<file path="config.mk">
export PLATFORM = sky130hd
export DESIGN_NAME = nor_cmd_emu
export DESIGN_NICKNAME = d
export VERILOG_FILES = /design/src/rtl/nor_emu_pkg.sv /design/src/rtl/nor_resp_ctrl.sv /design/src/rtl/nor_lane.sv /design/src/rtl/nor_cmd_emu.sv
export SDC_FILE = /design/constraint.sdc
export NUM_CORES = 2
export LEC_CHECK = 0
export BUFFER_PORTS_ARGS = -buffer_cell sky130_fd_sc_hd__buf_2
export CAP_MARGIN = 5
export CELL_PAD_IN_SITES_DETAIL_PLACEMENT = 0
export CELL_PAD_IN_SITES_GLOBAL_PLACEMENT = 1
export CORE_MARGIN = 2
export CORE_UTILIZATION = 50
export CTS_CLUSTER_DIAMETER = 40
export DETAILED_ROUTE_END_ITERATION = 8
export PLACE_DENSITY_LB_ADDON = 0.15
export SYNTH_ARGS = -nofsm -noshare
export SYNTH_HDL_FRONTEND = slang
export SYNTH_SLANG_ARGS = --single-unit
</file>
<file path="constraint.sdc">
create_clock -name clk -period 2.75 [get_ports clk]
set_clock_uncertainty 0.1 [all_clocks]
set_input_delay 0.55 -clock clk [delete_from_list [all_inputs] [get_ports clk]]
set_output_delay 0.55 -clock clk [all_outputs]
set_load 0.005 [all_outputs]
</file>
<file path="src/rtl/nor_emu_pkg.sv">
package nor_emu_pkg;

  typedef enum logic [2:0] {
    LS_ARRAY,
    LS_STATUS,
    LS_QUERY,
    LS_PROG,
    LS_ERASE,
    LS_LOCK
  } lane_st_e;

  localparam logic [7:0] OP_READ    = 8'hFF;
  localparam logic [7:0] OP_RSTAT   = 8'h70;
  localparam logic [7:0] OP_CLR     = 8'h50;
  localparam logic [7:0] OP_PROG_A  = 8'h40;
  localparam logic [7:0] OP_PROG_B  = 8'h10;
  localparam logic [7:0] OP_ERASE   = 8'h20;
  localparam logic [7:0] OP_LOCKSU  = 8'h60;
  localparam logic [7:0] OP_LOCKSET = 8'h01;
  localparam logic [7:0] OP_CONFIRM = 8'hD0;
  localparam logic [7:0] OP_QUERY   = 8'h98;

  localparam int SB_RDY = 7;
  localparam int SB_ERS = 5;
  localparam int SB_PRG = 4;
  localparam int SB_LCK = 1;

  localparam logic [15:0] POISON16 = 16'hDEAD;

  function automatic logic [15:0] query_word(input logic [7:0] idx,
                                             input logic [7:0] size_log2,
                                             input logic [15:0] blk_max);
    case (idx)
      8'h10:   return 16'h0051;
      8'h11:   return 16'h0052;
      8'h12:   return 16'h0059;
      8'h27:   return {8'h00, size_log2};
      8'h2D:   return {8'h00, blk_max[7:0]};
      8'h2E:   return {8'h00, blk_max[15:8]};
      default: return 16'h0000;
    endcase
  endfunction

endpackage

</file>
<file path="src/rtl/nor_resp_ctrl.sv">
module nor_resp_ctrl #(
  parameter bit TRAP = 1'b0
) (
  input  logic clk,
  input  logic rst_n,
  input  logic req_valid,
  input  logic req_write,
  input  logic resp_ready,
  output logic req_ready,
  output logic acc,
  output logic resp_valid,
  output logic resp_err
);

  assign req_ready = !resp_valid || resp_ready;
  assign acc       = req_valid && req_ready;

  always_ff @(posedge clk) begin
    if (!rst_n) begin
      resp_valid <= 1'b0;
      resp_err   <= 1'b0;
    end else if (acc) begin
      resp_valid <= 1'b1;
      resp_err   <= TRAP && req_write;
    end else if (resp_ready) begin
      resp_valid <= 1'b0;
    end
  end

  // a waiting response is not dropped and keeps its error bit
  p_hold_resp_r1: assert property (@(posedge clk) disable iff (!rst_n)
    resp_valid && !resp_ready |=> resp_valid && $stable(resp_err));

  // without trap mode no response carries an error
  p_no_err_r12: assert property (@(posedge clk) disable iff (!rst_n)
    !TRAP |-> !resp_err);

endmodule

</file>
<file path="src/rtl/nor_lane.sv">
module nor_lane
  import nor_emu_pkg::*;
#(
  parameter int AW         = 6,
  parameter int BLK_AW     = 4,
  parameter bit OVERWRITE  = 1'b1,
  parameter bit BLOCK_LOCK = 1'b0
) (
  input  logic          clk,
  input  logic          rst_n,
  input  logic          acc,
  input  logic          wr,
  input  logic [AW-1:0] addr,
  input  logic [15:0]   wdata,
  output logic [15:0]   rdata
);

  localparam int WORDS     = 1 << AW;
  localparam int BLK_W     = AW - BLK_AW;
  localparam int NUM_BLK   = 1 << BLK_W;
  localparam int BLK_WORDS = 1 << BLK_AW;
  localparam logic [7:0]  SIZE_LOG2 = 8'(AW + 1);
  localparam logic [15:0] BLK_MAX   = 16'(NUM_BLK - 1);

  lane_st_e          st;
  logic [7:0]        err;
  logic [NUM_BLK-1:0] lock;
  logic [15:0]       mem [WORDS];

  logic [BLK_W-1:0]  blk;
  logic [7:0]        op;
  logic              lock_hit;
  logic              cmd_st;
  logic [15:0]       rd_mux;

  assign blk      = addr[AW-1:BLK_AW];
  assign op       = wdata[7:0];
  assign lock_hit = BLOCK_LOCK && lock[blk];
  assign cmd_st   = (st == LS_ARRAY) || (st == LS_STATUS) || (st == LS_QUERY);

  always_comb begin
    case (st)
      LS_ARRAY:  rd_mux = mem[addr];
      LS_STATUS: rd_mux = {8'h00, err | 8'h80};
      LS_QUERY:  rd_mux = query_word(8'(addr), SIZE_LOG2, BLK_MAX);
      default:   rd_mux = POISON16;
    endcase
  end

  always_ff @(posedge clk) begin
    if (!rst_n) begin
      st    <= LS_ARRAY;
      err   <= '0;
      lock  <= '0;
      rdata <= '0;
      for (int i = 0; i < WORDS; i++) mem[AW'(i)] <= '1;
    end else if (acc) begin
      if (!wr) begin
        rdata <= rd_mux;
      end else begin
        case (st)
          LS_PROG: begin
            if (lock_hit) begin
              err[SB_PRG] <= 1'b1;
              err[SB_LCK] <= 1'b1;
            end else if (OVERWRITE) begin
              mem[addr] <= wdata;
            end else begin
              mem[addr] <= mem[addr] & wdata;
            end
            st <= LS_STATUS;
          end
          LS_ERASE: begin
            if (op != OP_CONFIRM) begin
              err[SB_ERS] <= 1'b1;
              err[SB_PRG] <= 1'b1;
            end else if (lock_hit) begin
              err[SB_ERS] <= 1'b1;
              err[SB_LCK] <= 1'b1;
            end else begin
              for (int i = 0; i < BLK_WORDS; i++) mem[{blk, BLK_AW'(i)}] <= '1;
            end
            st <= LS_STATUS;
          end
          LS_LOCK: begin
            if (op == OP_LOCKSET) begin
              if (BLOCK_LOCK) lock[blk] <= 1'b1;
            end else if (op == OP_CONFIRM) begin
              if (BLOCK_LOCK) lock[blk] <= 1'b0;
            end else begin
              err[SB_ERS] <= 1'b1;
              err[SB_PRG] <= 1'b1;
            end
            st <= LS_STATUS;
          end
          default: begin
            case (op)
              OP_READ:              st  <= LS_ARRAY;
              OP_RSTAT:             st  <= LS_STATUS;
              OP_CLR:               err <= '0;
              OP_PROG_A, OP_PROG_B: st  <= LS_PROG;
              OP_ERASE:             st  <= LS_ERASE;
              OP_LOCKSU:            st  <= LS_LOCK;
              OP_QUERY:             st  <= LS_QUERY;
              default:              ;
            endcase
          end
        endcase
      end
    end
  end

  // a rejected program leaves the target word as it was
  p_lock_keep_r7: assert property (@(posedge clk) disable iff (!rst_n)
    acc && wr && st == LS_PROG && lock_hit |=> mem[$past(addr)] == $past(mem[addr]));

  // error flags only grow until a clear-status command
  p_sticky_r8: assert property (@(posedge clk) disable iff (!rst_n)
    err != 0 && !(acc && wr && cmd_st && op == OP_CLR) |=> (err & $past(err)) == $past(err));

  // reads in setup states return the poison half-word
  p_poison_r9: assert property (@(posedge clk) disable iff (!rst_n)
    acc && !wr && !cmd_st |=> rdata == POISON16);

  // a confirmed erase leaves the block base word all ones
  p_erase_r6: assert property (@(posedge clk) disable iff (!rst_n)
    acc && wr && st == LS_ERASE && op == OP_CONFIRM && !lock_hit
    |=> mem[{$past(blk), BLK_AW'(0)}] == 16'hFFFF);

  generate
    if (!OVERWRITE) begin : g_and_chk
      // bit-clearing program never raises a bit
      p_no_rise_r5: assert property (@(posedge clk) disable iff (!rst_n)
        acc && wr && st == LS_PROG |=> (mem[$past(addr)] & ~$past(mem[addr])) == 16'h0000);
    end
  endgenerate

endmodule

</file>
<file path="src/rtl/nor_cmd_emu.sv">
module nor_cmd_emu #(
  parameter int AW         = 6,
  parameter int BLK_AW     = 4,
  parameter bit OVERWRITE  = 1'b1,
  parameter bit BLOCK_LOCK = 1'b0,
  parameter bit TRAP       = 1'b0
) (
  input  logic          clk,
  input  logic          rst_n,
  input  logic          req_valid,
  output logic          req_ready,
  input  logic          req_write,
  input  logic [AW-1:0] req_addr,
  input  logic [31:0]   req_wdata,
  output logic          resp_valid,
  input  logic          resp_ready,
  output logic [31:0]   resp_rdata,
  output logic          resp_err
);

  localparam int LANES = 2;

  logic acc;
  logic lane_acc;

  nor_resp_ctrl #(.TRAP(TRAP)) u_resp (
    .clk        (clk),
    .rst_n      (rst_n),
    .req_valid  (req_valid),
    .req_write  (req_write),
    .resp_ready (resp_ready),
    .req_ready  (req_ready),
    .acc        (acc),
    .resp_valid (resp_valid),
    .resp_err   (resp_err)
  );

  assign lane_acc = acc && !(TRAP && req_write);

  generate
    for (genvar g = 0; g < LANES; g++) begin : g_lane
      nor_lane #(
        .AW         (AW),
        .BLK_AW     (BLK_AW),
        .OVERWRITE  (OVERWRITE),
        .BLOCK_LOCK (BLOCK_LOCK)
      ) u_lane (
        .clk   (clk),
        .rst_n (rst_n),
        .acc   (lane_acc),
        .wr    (req_write),
        .addr  (req_addr),
        .wdata (req_wdata[16*g +: 16]),
        .rdata (resp_rdata[16*g +: 16])
      );
    end
  endgenerate

  // read data is held while the response waits
  p_rdata_hold_r1: assert property (@(posedge clk) disable iff (!rst_n)
    resp_valid && !resp_ready |=> $stable(resp_rdata));

  // a trapped write is answered with an error
  p_trap_err_r12: assert property (@(posedge clk) disable iff (!rst_n)
    TRAP && acc && req_write |=> resp_valid && resp_err);

endmodule

</file>
==> summary by stage <==
Pwr
The power density of the placed cells is approximately 670 mW/mm2. The leakage power of the design is between 30 and 40 nW. The maximum VDD drop is roughly 0.00067 V.

Synthesis
The average footprint of a synthesized cell is 8.90 um2. The area fraction of the dominant cell type after synthesis is between 40 and 50%. The number of different library cells used by synthesis comes to 83.

Counting flops and latches in the post-synthesis netlist gives roughly 2100. The commonest cells after synthesis are sky130_fd_sc_hd__dfxtp_1, sky130_fd_sc_hd__nand2_1, sky130_fd_sc_hd__nand3b_1. The most common cell in the synthesized netlist is sky130_fd_sc_hd__dfxtp_1. The number of nets handed over by synthesis was roughly 11000.

During synthesis, Yosys emitted a total of 0 warnings. Yosys mapped a number of flops with a built-in enable equal to 0. The most common flop cell mapped by yosys is sky130_fd_sc_hd__dfxtp_1. The share of flip-flops with an asynchronous set or reset is 0%. Yosys attributes the largest share of cell area to sky130_fd_sc_hd__dfxtp_1, sky130_fd_sc_hd__nand3b_1, sky130_fd_sc_hd__mux4_2. Sequential cells were found to cover a little over two fifths of the synthesized design area. The mapped netlist covers 0.0985 mm2.

The cell count after synthesis came out at 11100. The leading area contributor after synthesis is sky130_fd_sc_hd__dfxtp_1.

GRT
The remaining global-route overflow is 0. The first global-routing pass estimated between 500 and 600 mm of wire. The initial antenna violation count is 14. Global routing used approximately 36% of the available tracks. The via count of the first global-routing pass is between 80000 and 90000.

Entering global routing, the biggest net connects about 160 pins.

Worst setup path
The worst setup path is launched from an input pin. Traced cell by cell, the critical path runs through buf_8, buf_12, buf_4, mux4_2, mux2i_1, nor2_1, nor4_2, a211oi_1. The most critical setup path has its startpoint at req_addr[0]. The number of cells on the critical path is 8. The worst-path cell with the longest stage delay is sky130_fd_sc_hd__nor4_2. The delay of the slowest cell on the worst path is 0.72 ns. The endpoint identified for the worst register-to-register timing path is g_lane[1].u_lane.rdata[4].

The number of cells on the worst reg-to-reg path is 7. The maximum fanout along the worst path is 29. The critical path capture point type is a flop. The cell family with the largest share of critical-path delay is simple AND/OR/NAND/NOR gates. The reg-to-reg critical path startpoint is g_lane[1].u_lane.st[2]. The destination of the critical timing path is g_lane[1].u_lane.rdata[14]. The category of the most critical setup path is in -> reg. The arrival time of data at the critical path endpoint is roughly 3.3 ns. The setup check on the worst reg-to-reg path leaves a slack of 0.14 ns. The required time of the critical path is roughly 3.5 ns.

The buffers plus inverters on the worst setup path is 3.

Detailed routing
The detailed router finished its first iteration with 10800 violations. The routed length per placed instance is between 20 and 30 um. The count of nets left with antenna violations after detail routing is 0. The total detailed-routing wirelength is 366 mm.

For this run, design rule violations remaining after detail routing come to 0. The first detailed-routing pass took 9 iterations. The number of vias per cell after detailed routing is between 6 and 7. Summing over every cut layer, the via total after detailed routing is around 87000.

Floorplan
The placeable core region is roughly 0.20 mm2. In this run the horizontal extent of the chip is between 400 and 500 um. The initial core utilization is ~50%.

The row count is 162. The die area is ~0.2 mm2. The floorplan step set the die height to roughly 450 um. slightly below 80 I/O pins were placed.

Outcome
The run finished with clean final reports.

Clocking
The cell sitting at the root of the clock tree is a sky130_fd_sc_hd__clkbuf_16. CTS saw 2089 sinks. The clock latency at the later pin of the worst-skew pair is 0.96 ns. The clock-pin slew on the worst setup and hold paths is ~0.060 ns.

The CTS tree is done. In this run, CTS created clock tree buffers numbering around 350. The clock passes through at most 4 buffers. The number of post-CTS setup repair buffers is 0.

The H-tree was split into 5 levels.

Cells and area
Fill cells in the final layout number 16600. Summing all non-filler instances in the final layout gives an area of ~0.12 mm2. The area growth from synthesis to layout is 20.1%. The number of nets in the layout is ~11000. The fraction of layout cells with a size suffix above 1 is a little under a fifth.

Worst hold path
The hold path startpoint is req_wdata[14]. The type of the worst min-delay path is in -> reg.

Placed design
Before CTS, the worst setup slack after placement is -1.08 ns. The post-place instance area is approximately 0.11 mm2. The detailed placement HPWL is 231 mm. The count of input and output buffers is 76. The final RePlAce weighted congestion is approximately 0.99.

Timing
The final worst slack is approximately 0.14 ns. The portion of the clock cycle consumed by the worst path in the final layout is 94.9%. The final number of max-transition violations is 0. Setup violations remaining at the end of the flow were counted as 0. For the pin with the worst max-slew slack, the measured transition is roughly 1.1 ns.

Measured against its own limit, the worst slew margin works out to around 29%. The post-layout minimum cycle time is between 2 and 3 ns. The highest attainable clock frequency is between 300 and 400 MHz. Setup repair after global routing left no endpoint under its margin.

The number of hold-slack violations in the final timing report is 0.

Job
The max capacitance violation total is 0.
through the flow:
stage	std cells	util, %	hold slack, ns	total power [W]	TNS [ns]
2_1_floorplan	11100	-	0.350	0.0329	0
3_3_place_gp	13300	54.4	0.384	0.0349	-122.63
3_5_place_dp	13300	54.4	0.396	0.0349	-169.30
4_1_cts	13900	60.6	0.0130	0.0796	0
5_1_grt	13900	60.6	0.0496	0.0811	0
6_report	14000	60.6	0.0504	0.0793	0
worst reg2reg max path, delay by kind of cell, from the launching register on:
family | cells | cell delay (ns)
buf+inv | 2 | 0.37
compound gates | 2 | 0.44
flops | 1 | 0.42
simple gates | 3 | 1.20
worst min-delay path by stage:
| stage | cells after the start | slack [ns] | to |
|---|---|---|---|
| final | 3 | 0.05 | g_lane[0].u_lane.mem[58][14] |
| after global routing | 3 | 0.05 | g_lane[0].u_lane.mem[58][14] |
| after CTS | 5 | 0.01 | g_lane[0].u_lane.mem[38][3] |
| after detailed placement | 2 | 0.40 | g_lane[1].u_lane.mem[45][10] |
| after global placement | 2 | 0.38 | g_lane[0].u_lane.mem[45][3] |
| after floorplan | 2 | 0.35 | g_lane[0].u_lane.rdata[13] |
layout make-up:
class,instances,area (um2),share of cell area (%)
antenna,7,17.5,0.0148
inverter,6,25.0,0.0211
clock inverter,188,2450,2.07
clock buffer,417,9510,8.03
tap,2624,3280,2.77
sequential,2089,41800,35.3
multi-input combinational,7657,51100,43.2
timing repair buffer,963,10100,8.56
sequential cells by signal, summed over array words and instances (netlist names):
signal               flops
u_resp.resp_valid        1
g_lane.u_lane.mem     2048
g_lane.u_lane.st         6
g_lane.u_lane.err        2
g_lane.u_lane.rdata     32
cells by family after synthesis:
logic type                count (synthesis)  share of synthesized area, %
and+or+nand+nor                        4633                          26.3
muxes                                   656                          12.8
DFF                                    2089                          42.4
AOI/OAI and AO/OA                      2361                          12.6
xor gates and xnor gates                  6                        0.0533
other                                     1                       0.00381
buffers and inverters                  1324                          5.81
routing by layer:
layer	part of all wire [%]	global-route usage, %	vias to the layer above
met2	45	55.5	4260
met5	0.010	0	-
li1	-	-	39300
met4	7.2	23.1	6
met1	39	45.8	42800
met3	8.5	6.33	1007
cells in the final DEF (no fill, tap or decap), types with 47 or more instances in the layout:
cell,instances
sky130_fd_sc_hd__mux4_2,484
sky130_fd_sc_hd__o22ai_1,51
sky130_fd_sc_hd__clkbuf_16,354
sky130_fd_sc_hd__nand3b_1,1958
sky130_fd_sc_hd__o21ai_1,378
sky130_fd_sc_hd__buf_12,244
sky130_fd_sc_hd__a21oi_1,58
sky130_fd_sc_hd__nand2_1,2032
sky130_fd_sc_hd__mux2i_1,151
sky130_fd_sc_hd__buf_2,71
sky130_fd_sc_hd__bufinv_16,47
sky130_fd_sc_hd__nor2_1,87
sky130_fd_sc_hd__nand4_1,129
sky130_fd_sc_hd__dfxtp_1,2089
sky130_fd_sc_hd__nor3_1,207
sky130_fd_sc_hd__nand3_1,54
sky130_fd_sc_hd__o21ai_0,1720
sky130_fd_sc_hd__buf_4,643
repair_timing:
| action | CTS | global route |
|---|---|---|
| hold buffers | 2 | 0 |
| gates resized for setup | 1 | 0 |
| endpoints found under the setup margin | 1 | 0 |
| hold endpoints to repair | 6 | 0 |
report_power, final:
part	total, W	switching, W	internal, W
logic	0.00393	0.00273	0.00121
clock network	0.0450	0.0159	0.0291
registers	0.0304	0.000111	0.0303
total	0.0793	0.0187	0.0606
(Power assumes the default switching activity.)
